**src/rtl/ddr2mon_pkg.sv**
```systemverilog
package ddr2mon_pkg;

    typedef enum logic [3:0] {
        CMD_DESL,
        CMD_NOP,
        CMD_ACT,
        CMD_RD,
        CMD_WR,
        CMD_PRE,
        CMD_REF,
        CMD_MRS,
        CMD_RSV
    } cmd_e;

    // lower value = higher priority when several rules fire together
    typedef enum logic [2:0] {
        RULE_NONE     = 3'd0,
        RULE_LOCK     = 3'd1,
        RULE_RSVD     = 3'd2,
        RULE_MRS_BUSY = 3'd3,
        RULE_AP_GAP   = 3'd4,
        RULE_BURST    = 3'd5
    } rule_e;

    localparam int RULE_W = 3;

endpackage

```
**src/rtl/ddr2mon_decode.sv**
```systemverilog
module ddr2mon_decode
    import ddr2mon_pkg::*;
(
    input  logic cs_n,
    input  logic ras_n,
    input  logic cas_n,
    input  logic we_n,
    output cmd_e cmd
);

    always_comb begin
        if (cs_n) begin
            cmd = CMD_DESL;
        end else begin
            unique case ({ras_n, cas_n, we_n})
                3'b111:  cmd = CMD_NOP;
                3'b011:  cmd = CMD_ACT;
                3'b101:  cmd = CMD_RD;
                3'b100:  cmd = CMD_WR;
                3'b010:  cmd = CMD_PRE;
                3'b001:  cmd = CMD_REF;
                3'b000:  cmd = CMD_MRS;
                default: cmd = CMD_RSV;
            endcase
        end
    end

endmodule

```
**src/rtl/ddr2mon_bank_track.sv**
```systemverilog
module ddr2mon_bank_track
    import ddr2mon_pkg::*;
#(
    parameter int BANKS = 8,
    localparam int BA_W = $clog2(BANKS)
) (
    input  logic            clk,
    input  logic            rst_n,
    input  cmd_e            cmd,
    input  logic [BA_W-1:0] ba,
    input  logic            a10,
    output logic            any_open
);

    logic [BANKS-1:0] open_d, open_q;

    for (genvar i = 0; i < BANKS; i++) begin : g_bank
        logic hit, nxt;
        assign hit = (ba == BA_W'(i));
        always_comb begin
            nxt = open_q[i];
            if (cmd == CMD_ACT && hit) begin
                nxt = 1'b1;
            end else if (cmd == CMD_PRE && (a10 || hit)) begin
                nxt = 1'b0;
            end else if ((cmd == CMD_RD || cmd == CMD_WR) && a10 && hit) begin
                nxt = 1'b0;
            end
        end
        assign open_d[i] = nxt;
    end

    always_ff @(posedge clk) begin
        if (!rst_n) open_q <= '0;
        else        open_q <= open_d;
    end

    assign any_open = |open_q;

endmodule

```
**src/rtl/ddr2mon_rules.sv**
```systemverilog
module ddr2mon_rules
    import ddr2mon_pkg::*;
#(
    parameter int BANKS = 8,
    parameter int CFG_W = 4,
    localparam int BA_W   = $clog2(BANKS),
    localparam int EL_W   = CFG_W + 2,
    localparam int CODE_W = RULE_W + BA_W
) (
    input  logic              clk,
    input  logic              rst_n,
    input  cmd_e              cmd,
    input  logic [BA_W-1:0]   ba,
    input  logic              a10,
    input  logic              any_open,
    input  logic              cfg_bl8,
    input  logic [CFG_W-1:0]  cfg_cl,
    input  logic [CFG_W-1:0]  cfg_twtr,
    input  logic [CFG_W-1:0]  cfg_tmrd,
    output logic              viol_pulse,
    output logic [CODE_W-1:0] viol_code
);

    typedef struct packed {
        logic              bl8;
        logic [CFG_W-1:0]  cl;
        logic [CFG_W-1:0]  twtr;
        logic [CFG_W-1:0]  tmrd;
        logic              ap_v;
        logic              ap_wr;
        logic [BA_W-1:0]   ap_bank;
        logic [EL_W-1:0]   ap_el;
        logic              col_v;
        logic [EL_W-1:0]   col_el;
        logic [CFG_W-1:0]  mrd;
        logic              viol;
        logic [CODE_W-1:0] code;
    } state_t;

    state_t s_d, s_q;

    logic [EL_W-1:0]  half, lim_rd_wr, lim_wr_rd, need, ap_end;
    logic [CFG_W-1:0] cl_m1;
    logic             is_col, locked;
    logic             lock_hit, rsv_hit, busy_hit, ap_hit, burst_hit;
    rule_e            rule;

    always_comb begin
        half      = s_q.bl8 ? EL_W'(4) : EL_W'(2);
        cl_m1     = (s_q.cl == '0) ? '0 : s_q.cl - 1'b1;
        lim_rd_wr = half + EL_W'(2);
        lim_wr_rd = EL_W'(cl_m1) + half + EL_W'(s_q.twtr);
        ap_end    = s_q.ap_wr ? lim_wr_rd : lim_rd_wr;
        is_col    = (cmd == CMD_RD) || (cmd == CMD_WR);
        locked    = (s_q.mrd != '0);

        if (s_q.ap_wr) need = (cmd == CMD_RD) ? lim_wr_rd : half;
        else           need = (cmd == CMD_RD) ? half : lim_rd_wr;

        lock_hit  = locked && (cmd != CMD_NOP) && (cmd != CMD_DESL);
        rsv_hit   = (cmd == CMD_RSV);
        busy_hit  = (cmd == CMD_MRS) && any_open;
        ap_hit    = s_q.ap_v && is_col && (ba != s_q.ap_bank) && (s_q.ap_el < need);
        burst_hit = s_q.col_v && is_col && (s_q.col_el < half) && s_q.col_el[0];

        if      (lock_hit)  rule = RULE_LOCK;
        else if (rsv_hit)   rule = RULE_RSVD;
        else if (busy_hit)  rule = RULE_MRS_BUSY;
        else if (ap_hit)    rule = RULE_AP_GAP;
        else if (burst_hit) rule = RULE_BURST;
        else                rule = RULE_NONE;

        s_d      = s_q;
        s_d.viol = (rule != RULE_NONE);
        s_d.code = (rule != RULE_NONE) ? {rule, ba} : '0;

        // configuration is copied only with no window open
        if (!s_q.ap_v && !locked) begin
            s_d.bl8  = cfg_bl8;
            s_d.cl   = cfg_cl;
            s_d.twtr = cfg_twtr;
            s_d.tmrd = cfg_tmrd;
        end

        // auto-precharge window
        if (is_col && a10) begin
            s_d.ap_v    = 1'b1;
            s_d.ap_wr   = (cmd == CMD_WR);
            s_d.ap_bank = ba;
            s_d.ap_el   = EL_W'(1);
        end else if (s_q.ap_v) begin
            if (s_q.ap_el >= ap_end) s_d.ap_v  = 1'b0;
            else                     s_d.ap_el = s_q.ap_el + 1'b1;
        end

        // burst window of the last column command
        if (is_col) begin
            s_d.col_v  = 1'b1;
            s_d.col_el = EL_W'(1);
        end else if (s_q.col_v) begin
            if (s_q.col_el >= half) s_d.col_v  = 1'b0;
            else                    s_d.col_el = s_q.col_el + 1'b1;
        end

        // mode-register quiet window
        if (cmd == CMD_MRS && !locked) begin
            s_d.mrd = (s_q.tmrd == '0) ? '0 : s_q.tmrd - 1'b1;
        end else if (locked) begin
            s_d.mrd = s_q.mrd - 1'b1;
        end
    end

    always_ff @(posedge clk) begin
        if (!rst_n) begin
            s_q      <= '0;
            s_q.bl8  <= cfg_bl8;
            s_q.cl   <= cfg_cl;
            s_q.twtr <= cfg_twtr;
            s_q.tmrd <= cfg_tmrd;
        end else begin
            s_q <= s_d;
        end
    end

    assign viol_pulse = s_q.viol;
    assign viol_code  = s_q.code;

endmodule

```
**src/rtl/ddr2_apcmd_monitor.sv**
```systemverilog
module ddr2_apcmd_monitor
    import ddr2mon_pkg::*;
#(
    parameter int BANKS = 8,
    parameter int CFG_W = 4,
    localparam int BA_W   = $clog2(BANKS),
    localparam int CODE_W = RULE_W + BA_W
) (
    input  logic              clk,
    input  logic              rst_n,
    input  logic              cs_n,
    input  logic              ras_n,
    input  logic              cas_n,
    input  logic              we_n,
    input  logic [BA_W-1:0]   ba,
    input  logic              a10,
    input  logic              cfg_bl8,
    input  logic [CFG_W-1:0]  cfg_cl,
    input  logic [CFG_W-1:0]  cfg_twtr,
    input  logic [CFG_W-1:0]  cfg_tmrd,
    output logic              viol_pulse,
    output logic [CODE_W-1:0] viol_code
);

    cmd_e cmd;
    logic any_open;

    ddr2mon_decode u_dec (
        .cs_n  (cs_n),
        .ras_n (ras_n),
        .cas_n (cas_n),
        .we_n  (we_n),
        .cmd   (cmd)
    );

    ddr2mon_bank_track #(.BANKS(BANKS)) u_banks (
        .clk      (clk),
        .rst_n    (rst_n),
        .cmd      (cmd),
        .ba       (ba),
        .a10      (a10),
        .any_open (any_open)
    );

    ddr2mon_rules #(.BANKS(BANKS), .CFG_W(CFG_W)) u_rules (
        .clk        (clk),
        .rst_n      (rst_n),
        .cmd        (cmd),
        .ba         (ba),
        .a10        (a10),
        .any_open   (any_open),
        .cfg_bl8    (cfg_bl8),
        .cfg_cl     (cfg_cl),
        .cfg_twtr   (cfg_twtr),
        .cfg_tmrd   (cfg_tmrd),
        .viol_pulse (viol_pulse),
        .viol_code  (viol_code)
    );

endmodule

```
**config.mk**
```make
export PLATFORM = sky130hd
export DESIGN_NAME = ddr2_apcmd_monitor
export DESIGN_NICKNAME = d
export VERILOG_FILES = /design/src/rtl/ddr2mon_pkg.sv /design/src/rtl/ddr2mon_decode.sv /design/src/rtl/ddr2mon_bank_track.sv /design/src/rtl/ddr2mon_rules.sv /design/src/rtl/ddr2_apcmd_monitor.sv
export SDC_FILE = /design/constraint.sdc
export NUM_CORES = 1
export LEC_CHECK = 0
export BUFFER_PORTS_ARGS = -buffer_cell sky130_fd_sc_hd__buf_2
export CAP_MARGIN = 10
export CORE_MARGIN = 5
export CORE_UTILIZATION = 51
export CTS_CLUSTER_SIZE = 14
export DETAILED_ROUTE_END_ITERATION = 10
export PLACE_DENSITY = 0.77
export SETUP_SLACK_MARGIN = 0.02
export SYNTH_ARGS = -nofsm -noshare
export SYNTH_HDL_FRONTEND = slang
export SYNTH_SLANG_ARGS = --single-unit
export TNS_END_PERCENT = 50
```
**constraint.sdc**
```tcl
create_clock -name clk -period 3.1 [get_ports clk]
set_clock_uncertainty 0.15 [all_clocks]
set_input_delay 0.62 -clock clk [delete_from_list [all_inputs] [get_ports clk]]
set_output_delay 0.62 -clock clk [all_outputs]
set_load 0.02 [all_outputs]
```
==> flow_summary.toml, run 1 <==
[layout]
design_area_sq_mm = 0.00339
ff_latch_area_sq_mm = 0.00113
n_fill_cell = 425
area_growth_pct = 20.4
multi_input_area_sq_mm = 0.00170
drive_gt1_share_pct = 27.9
fin_util_pct = 62.4
nNetsFinal = 389
num_antenna_cells = 0

[yosys]
yosys_warnings = 0
synthAdderAreaFrac_pct = 12.4
synthDistinctLibCells = 52
netlist_instances = 298
ys_ff_latch = 50
synth-xor-area-share_pct = 3.73
post-synth-top-count-cell = "dfxtp_1"
synth_top_area_share_pct = 26.3
synth_flop_cell = "dfxtp_1"
synth_simple_gate_area_share_pct = 20.9
synth_fp_nets = 347
synthMuxAreaShare_pct = 1.82
synth_area_sq_mm = 0.00282
yosys-top-cells-count = "dfxtp_1, nor2_1, nand2_1, ha_1, a21oi_1"
synthTopCellsByArea = "dfxtp_1, edfxtp_1, ha_1, nor2_1, a21oi_1"
synth_seq_area_share_pct = 40.2
yosysTopAreaCell = "dfxtp_1"
synth_compound_area_share_pct = 15.7
synth-edff-count = 13
avgSynthCellArea_sq_um = 9.45
synth_top_family_by_area = "simple AND/OR/NAND/NOR gates"
synthArstFlopShare_pct = 0

[min_path]
whs_endpoint = "u_rules.s_q[26]$_SDFFE_PN0P_"
worstHoldPathCells = 2
min_path_type = "reg2reg"
min_from = "u_rules.s_q[26]$_SDFFE_PN0P_"

[placement]
dp_hpwl_um = 4210
dp_slack_ns = -0.405
placed_area_sq_mm = 0.00315
gp_congestion = 0.836
io_buffers = 29

[timing]
fmax_mhz = 285
setup_viol = 13
layout_worst_path_cycle_share_pct = 113
rsz0062_at_grt = "true"
worstMarginPinSlew_ns = 1.00
slew_viol_final = 0
fin_ws_ns = -0.412
hold_viol = 0
relSlewSlack_pct = 32.6
fin_crit_ns = 3.51

[setup_path]
path_cells = "nor2_1 -> o21ai_1 -> nand2_1 -> fa_1 -> ha_2 -> fa_2 -> a21oi_1 -> mux2_4 -> ha_4 -> o21ai_2 -> a211oi_2 -> nor3_2 -> nand4b_1 -> and3_1"
r2r-end = "u_rules.viol_code[0]$_SDFF_PN0_"
timing.rr.start = "u_rules.s_q[38]$_DFFE_PP_"
critPathCaptureType = "flop"
r2r_slack_ns = -0.41
cp.required_ns = 3.16
worst-path-buf-inv = 0
critical-path-top-delay-family = "adder cells"
critPathKind = "reg2reg"
start_kind = "flop"
crit_arrival_ns = 3.57
cp_slowest_cell = "fa_2"
r2r_cells = 14
cpPeakStageDelay_ns = 0.57
path_max_fanout = 4

[drt]
drt-pass1-iter-count = 4
wl_um = 5690
viasPerCell = 5.52
vias = 2279
wl_per_cell_um = 13.8
route.detailed.drc = 0
ant_nets = 0
drt_iter0_drc = 98

[clock_tree]
cts_sinks = 50
htree_num_levels = 2
root_buffer = "clkbuf_8"
cts_buffers = 5
clock_latency_ns = 0.30
cts_tree = "done"
cts_hold_buf = 0
clk_path_buf_depth = 2
clk_pin_slew_ns = 0.09

[pwr]
peakVddDrop_mv = 0.467
cellLeakagePower_nw = 1.40
powerDensity_mw_per_mm2 = 558
total_power_w = 0.00189

[floorplan]
die-width_um = 84.3
rows = 27
die_area_sq_mm = 0.00711
top_level_ports = 30
start_util_pct = 51.8
core_area_sq_mm = 0.00544
die_height_um = 84.3

[run]
max_cap_viol_count = 0

[global_route]
grt-ovfl-total = 0
grt_pass1_vias = 2125
grt_usage_pct = 16.3
grt_pass1_wl_um = 9390
grt_max_degree = 16
antenna_found_initial = 0

[run_status]
violations = "negative setup slack"
status = "finished with violations"
## how the worst max path moves through the flow
stage / startpoint / endpoint / slack, ns / cells after the start
after global placement: u_rules.s_q[37]$_DFFE_PP_ / u_rules.viol_code[2]$_SDFF_PN0_ / -0.31 / 15
final: u_rules.s_q[38]$_DFFE_PP_ / u_rules.viol_code[0]$_SDFF_PN0_ / -0.41 / 14
after CTS: u_rules.s_q[38]$_DFFE_PP_ / u_rules.viol_pulse$_SDFF_PN0_ / -0.35 / 15
after floorplan: u_rules.s_q[37]$_DFFE_PP_ / u_rules.viol_code[0]$_SDFF_PN0_ / -0.19 / 15
after detailed placement: u_rules.s_q[37]$_DFFE_PP_ / u_rules.viol_code[0]$_SDFF_PN0_ / -0.41 / 15
after global routing: u_rules.s_q[37]$_DFFE_PP_ / u_rules.viol_code[0]$_SDFF_PN0_ / -0.60 / 15
## flip-flops by register name, indices dropped and copies added, names as in the netlist
name / flops
u_rules.s_q: 35
u_banks.open_q: 8
u_rules.viol_pulse: 1
u_rules.viol_code: 6
## metrics by stage
stage                     hold slack [ns]  TNS (ns)  cells
after floorplan                     0.298    -0.887    298
after global placement              0.304     -2.71    401
after detailed placement            0.313     -3.54    401
after CTS                           0.326     -3.44    411
after global routing                0.319     -6.51    413
final                               0.327     -4.06    413
## cells by family after synthesis
| group | count (synthesis) |
|---|---|
| buffers and inverters | 32 |
| xor gates and xnor gates | 12 |
| and+or+nand+nor | 110 |
| DFF | 50 |
| AOI/OAI and AO/OA | 63 |
| muxes | 5 |
| adders and majority gates | 26 |
## where the power goes
group	switching (W)	internal, W	total (W)
Clock	0.000212	0.000180	0.000392
Sequential	0.0000557	0.000759	0.000814
Combinational	0.000362	0.000324	0.000686
Total	0.000629	0.00126	0.00189
## layout make-up
| class | count | share of cell area, % |
|---|---|---|
| clock buffer | 6 | 2.43 |
| tap | 72 | 2.66 |
| multi-input combinational | 216 | 50.1 |
| timing repair buffer | 52 | 9.48 |
| inverter | 15 | 1.66 |
| sequential | 50 | 33.3 |
| clock inverter | 2 | 0.332 |
## metal layers
metal  global-route usage (%)  wire (um)
met5                        0          0
met1                     20.0       2430
met2                     27.6       2850
met4                     6.14        112
met3                     3.73        304
## cell usage in the layout, fill, tap and decap left out, types with 3 or more instances in the layout
cell       n
ha_1      18
dfxtp_1   37
a31oi_1    4
nor3_1     7
xor2_1     4
nand2_1   25
o211ai_1   4
a211oi_1   4
nand2b_1   3
clkbuf_8   6
nand3_1    6
o21ai_1    3
buf_2     29
a21oi_1   15
xnor2_1    6
a21oi_2    3
a21o_1     3
ha_4       4
o21ai_2    3
o21ai_0    4
edfxtp_1  13
buf_4     22
mux2i_1    4
a32o_1     3
inv_1     15
a211oi_2   4
nor2_1    25
and2_1     5
nand4b_1   3
nor2b_1    6
and3_1     7
## worst min-delay path: stages (launching register included)
cell	delay [ns]
dfxtp_1	0.33
nand2_1	0.05
a21oi_1	0.06
## repair_timing
action	4_1_cts	5_1_grt
pin swaps	12	10
setup buffers	2	2
endpoints found under the setup margin	13	13
gates resized for setup	11	9
(Power assumes the default switching activity.)
==> run 2: changes to the inputs <==
- PLACE_DENSITY: 0.77 -> 0.73
==> run 2 against run 1 <==
Fmax is 0.31% lower. Sequential cell count unchanged. Largest cell class unchanged. Register-to-register slack about the same. Largest power group unchanged. Non-clock buffer count shrank 4. Sequential share of layout area down 0.074 points. Utilization increased by 0.14 points. First-iteration DRC count increased by 7.1%. Critical path depth unchanged. Via count rose by 0.13%. The run still ends with negative setup slack left. Clock power up 17%. Combinational power is 6.1% higher. Highest routed layer unchanged. Global-route usage increased by 0.55 points.
==> flow_summary.toml, run 2 (same netlist as run 1, synthesis figures left out) <==
[placement]
placed_area_sq_mm = 0.00312
dp_hpwl_um = 4340
gp_congestion = 0.826
io_buffers = 29

[pwr]
cellLeakagePower_nw = 1.37
netSwitchingFraction_pct = 33.1
p_int_w = 0.00134
comb_power_share_pct = 36.3
power.share.sequential_pct = 40.8
powerDensity_mw_per_mm2 = 589
clockPowerShare_pct = 22.9
total_power_w = 0.00200
peakVddDrop_mv = 0.352
switching_power_w = 0.000663

[setup_path]
cp.required_ns = 3.16
crit_arrival_ns = 3.58
critPathCaptureType = "flop"
critical-path-top-delay-family = "adder cells"
cp_slowest_cell = "fa_2"
worst-path-buf-inv = 1
start_kind = "flop"
critPathKind = "reg2reg"
path_cells = "buf_4 -> nand2_1 -> nand2_1 -> fa_1 -> ha_2 -> fa_2 -> a21oi_2 -> mux2_4 -> ha_4 -> o21ai_2 -> a211oi_2 -> nor3_2 -> nand4b_1 -> and3_1"
cpPeakStageDelay_ns = 0.54
critPathMostFrequentCell = "nand2_1"
path_max_fanout = 4

[global_route]
antenna_found_initial = 0
grt_pass1_wl_um = 9870
grt-ovfl-total = 0
grt_max_degree = 17
grt_pass1_vias = 2278
grt_usage_pct = 16.8

[drt]
viasPerCell = 5.58
drt-pass1-iter-count = 4
ant_nets = 0
wl_per_cell_um = 14.0
route.detailed.drc = 0
wl_um = 5740
vias = 2282
drt_iter0_drc = 105

[timing]
fin_crit_ns = 3.52
relSlewSlack_pct = 30.9
layout_worst_path_cycle_share_pct = 114
worstMarginPinSlew_ns = 1.03
rsz0062_at_grt = "true"
fin_hold_ws_ns = 0.322
setup_viol = 13
slew_viol_final = 0
hold_viol = 0
fin_ws_ns = -0.423
fmax_mhz = 284

[run_status]
violations = "negative setup slack"
status = "finished with violations"

[clock_tree]
clk_pin_slew_ns = 0.09
clk_path_buf_depth = 2
cts_buffers = 5
cts_hold_buf = 0
cts_tree = "done"
cts_sinks = 50
htree_num_levels = 2
root_buffer = "clkbuf_8"
clock_latency_ns = 0.30

[floorplan]
rows = 27
die_area_sq_mm = 0.00711
core_area_sq_mm = 0.00544
die-width_um = 84.3
start_util_pct = 51.8
die_height_um = 84.3
top_level_ports = 30

[layout]
layout_common_cells = "dfxtp_1, buf_2, nor2_1, nand2_1, buf_4"
nNetsFinal = 385
num_antenna_cells = 0
design_area_sq_mm = 0.00340
layout_commonest_cell = "dfxtp_1"
largest_reg_flops = 35
drive_gt1_share_pct = 27.0
regMostFlops = "u_rules.s_q"
area_growth_pct = 20.7

[min_path]
min_path_type = "reg2reg"

[run]
max_cap_viol_count = 0
[run 2: per-layer routing]
layer	global-route usage, %	wire length, um	up-vias
met1	19.5	2470	1071
met2	30.4	2910	54
met4	5.41	53	0
met3	3.93	303	9
met5	0	0	-
li1	-	-	1148
[run 2: layout make-up]
class | instances | area, sq um
Clock buffer | 5 | 68.8
Clock inverter | 3 | 42.5
Fill cell | 467 | 2040
Inverter | 15 | 56.3
Multi-Input combinational cell | 216 | 1720
Sequential cell | 50 | 1130
Tap cell | 72 | 90.1
Timing Repair Buffer | 48 | 288
[run 2: per-stage QoR]
step	setup slack (ns)	instances	setup TNS [ns]	util [%]
3_3_place_gp	-0.322	398	-3.18	57.4
6_report	-0.423	409	-4.15	62.5
2_1_floorplan	-0.185	298	-0.887	-
3_5_place_dp	-0.434	398	-4.36	57.4
5_1_grt	-0.581	409	-6.45	62.5
4_1_cts	-0.407	406	-3.74	61.3
[run 2: worst reg2reg max path, delay by kind of cell (launching register included)]
| family | cells | cell delay (ns) |
|---|---|---|
| AO/OA/AOI/OAI | 3 | 0.33 |
| adder cells (fa/ha/maj) | 4 | 1.47 |
| buffers and inverters | 1 | 0.16 |
| AND/OR/NAND/NOR | 5 | 0.64 |
| flip-flops | 1 | 0.42 |
| multiplexers | 1 | 0.28 |
[run 2: power groups by stage]
stage / sequential, W / clock, W / combinational (W)
floorplan: 0.000821 / 0 / 0.000462
global placement: 0.000827 / 0 / 0.000645
detailed placement: 0.000831 / 0 / 0.000668
CTS: 0.000817 / 0.000467 / 0.000705
global route: 0.000828 / 0.000497 / 0.000816
finish: 0.000817 / 0.000459 / 0.000728
[run 2: path summary, 6_finish.rpt]
| check | from | end | slack (ns) | cells after the start |
|---|---|---|---|---|
| worst max register to register | u_rules.s_q[38]$_DFFE_PP_ | u_rules.viol_code[0]$_SDFF_PN0_ | -0.42 | 14 |
| worst max-delay path | u_rules.s_q[38]$_DFFE_PP_ | u_rules.viol_code[0]$_SDFF_PN0_ | -0.42 | 14 |
| worst min-delay path | u_rules.s_q[24]$_SDFFE_PN0P_ | u_rules.s_q[24]$_SDFFE_PN0P_ | 0.32 | 2 |
| worst min register to register | u_rules.s_q[24]$_SDFFE_PN0P_ | u_rules.s_q[24]$_SDFFE_PN0P_ | 0.32 | 2 |
[run 2: repair_timing]
item / 4_1_cts / 5_1_grt
setup endpoints to repair: 13 / 13
pin swaps: 10 / 17
setup buffers: 0 / 3
gates cloned: 0 / 0
resized for setup: 19 / 5
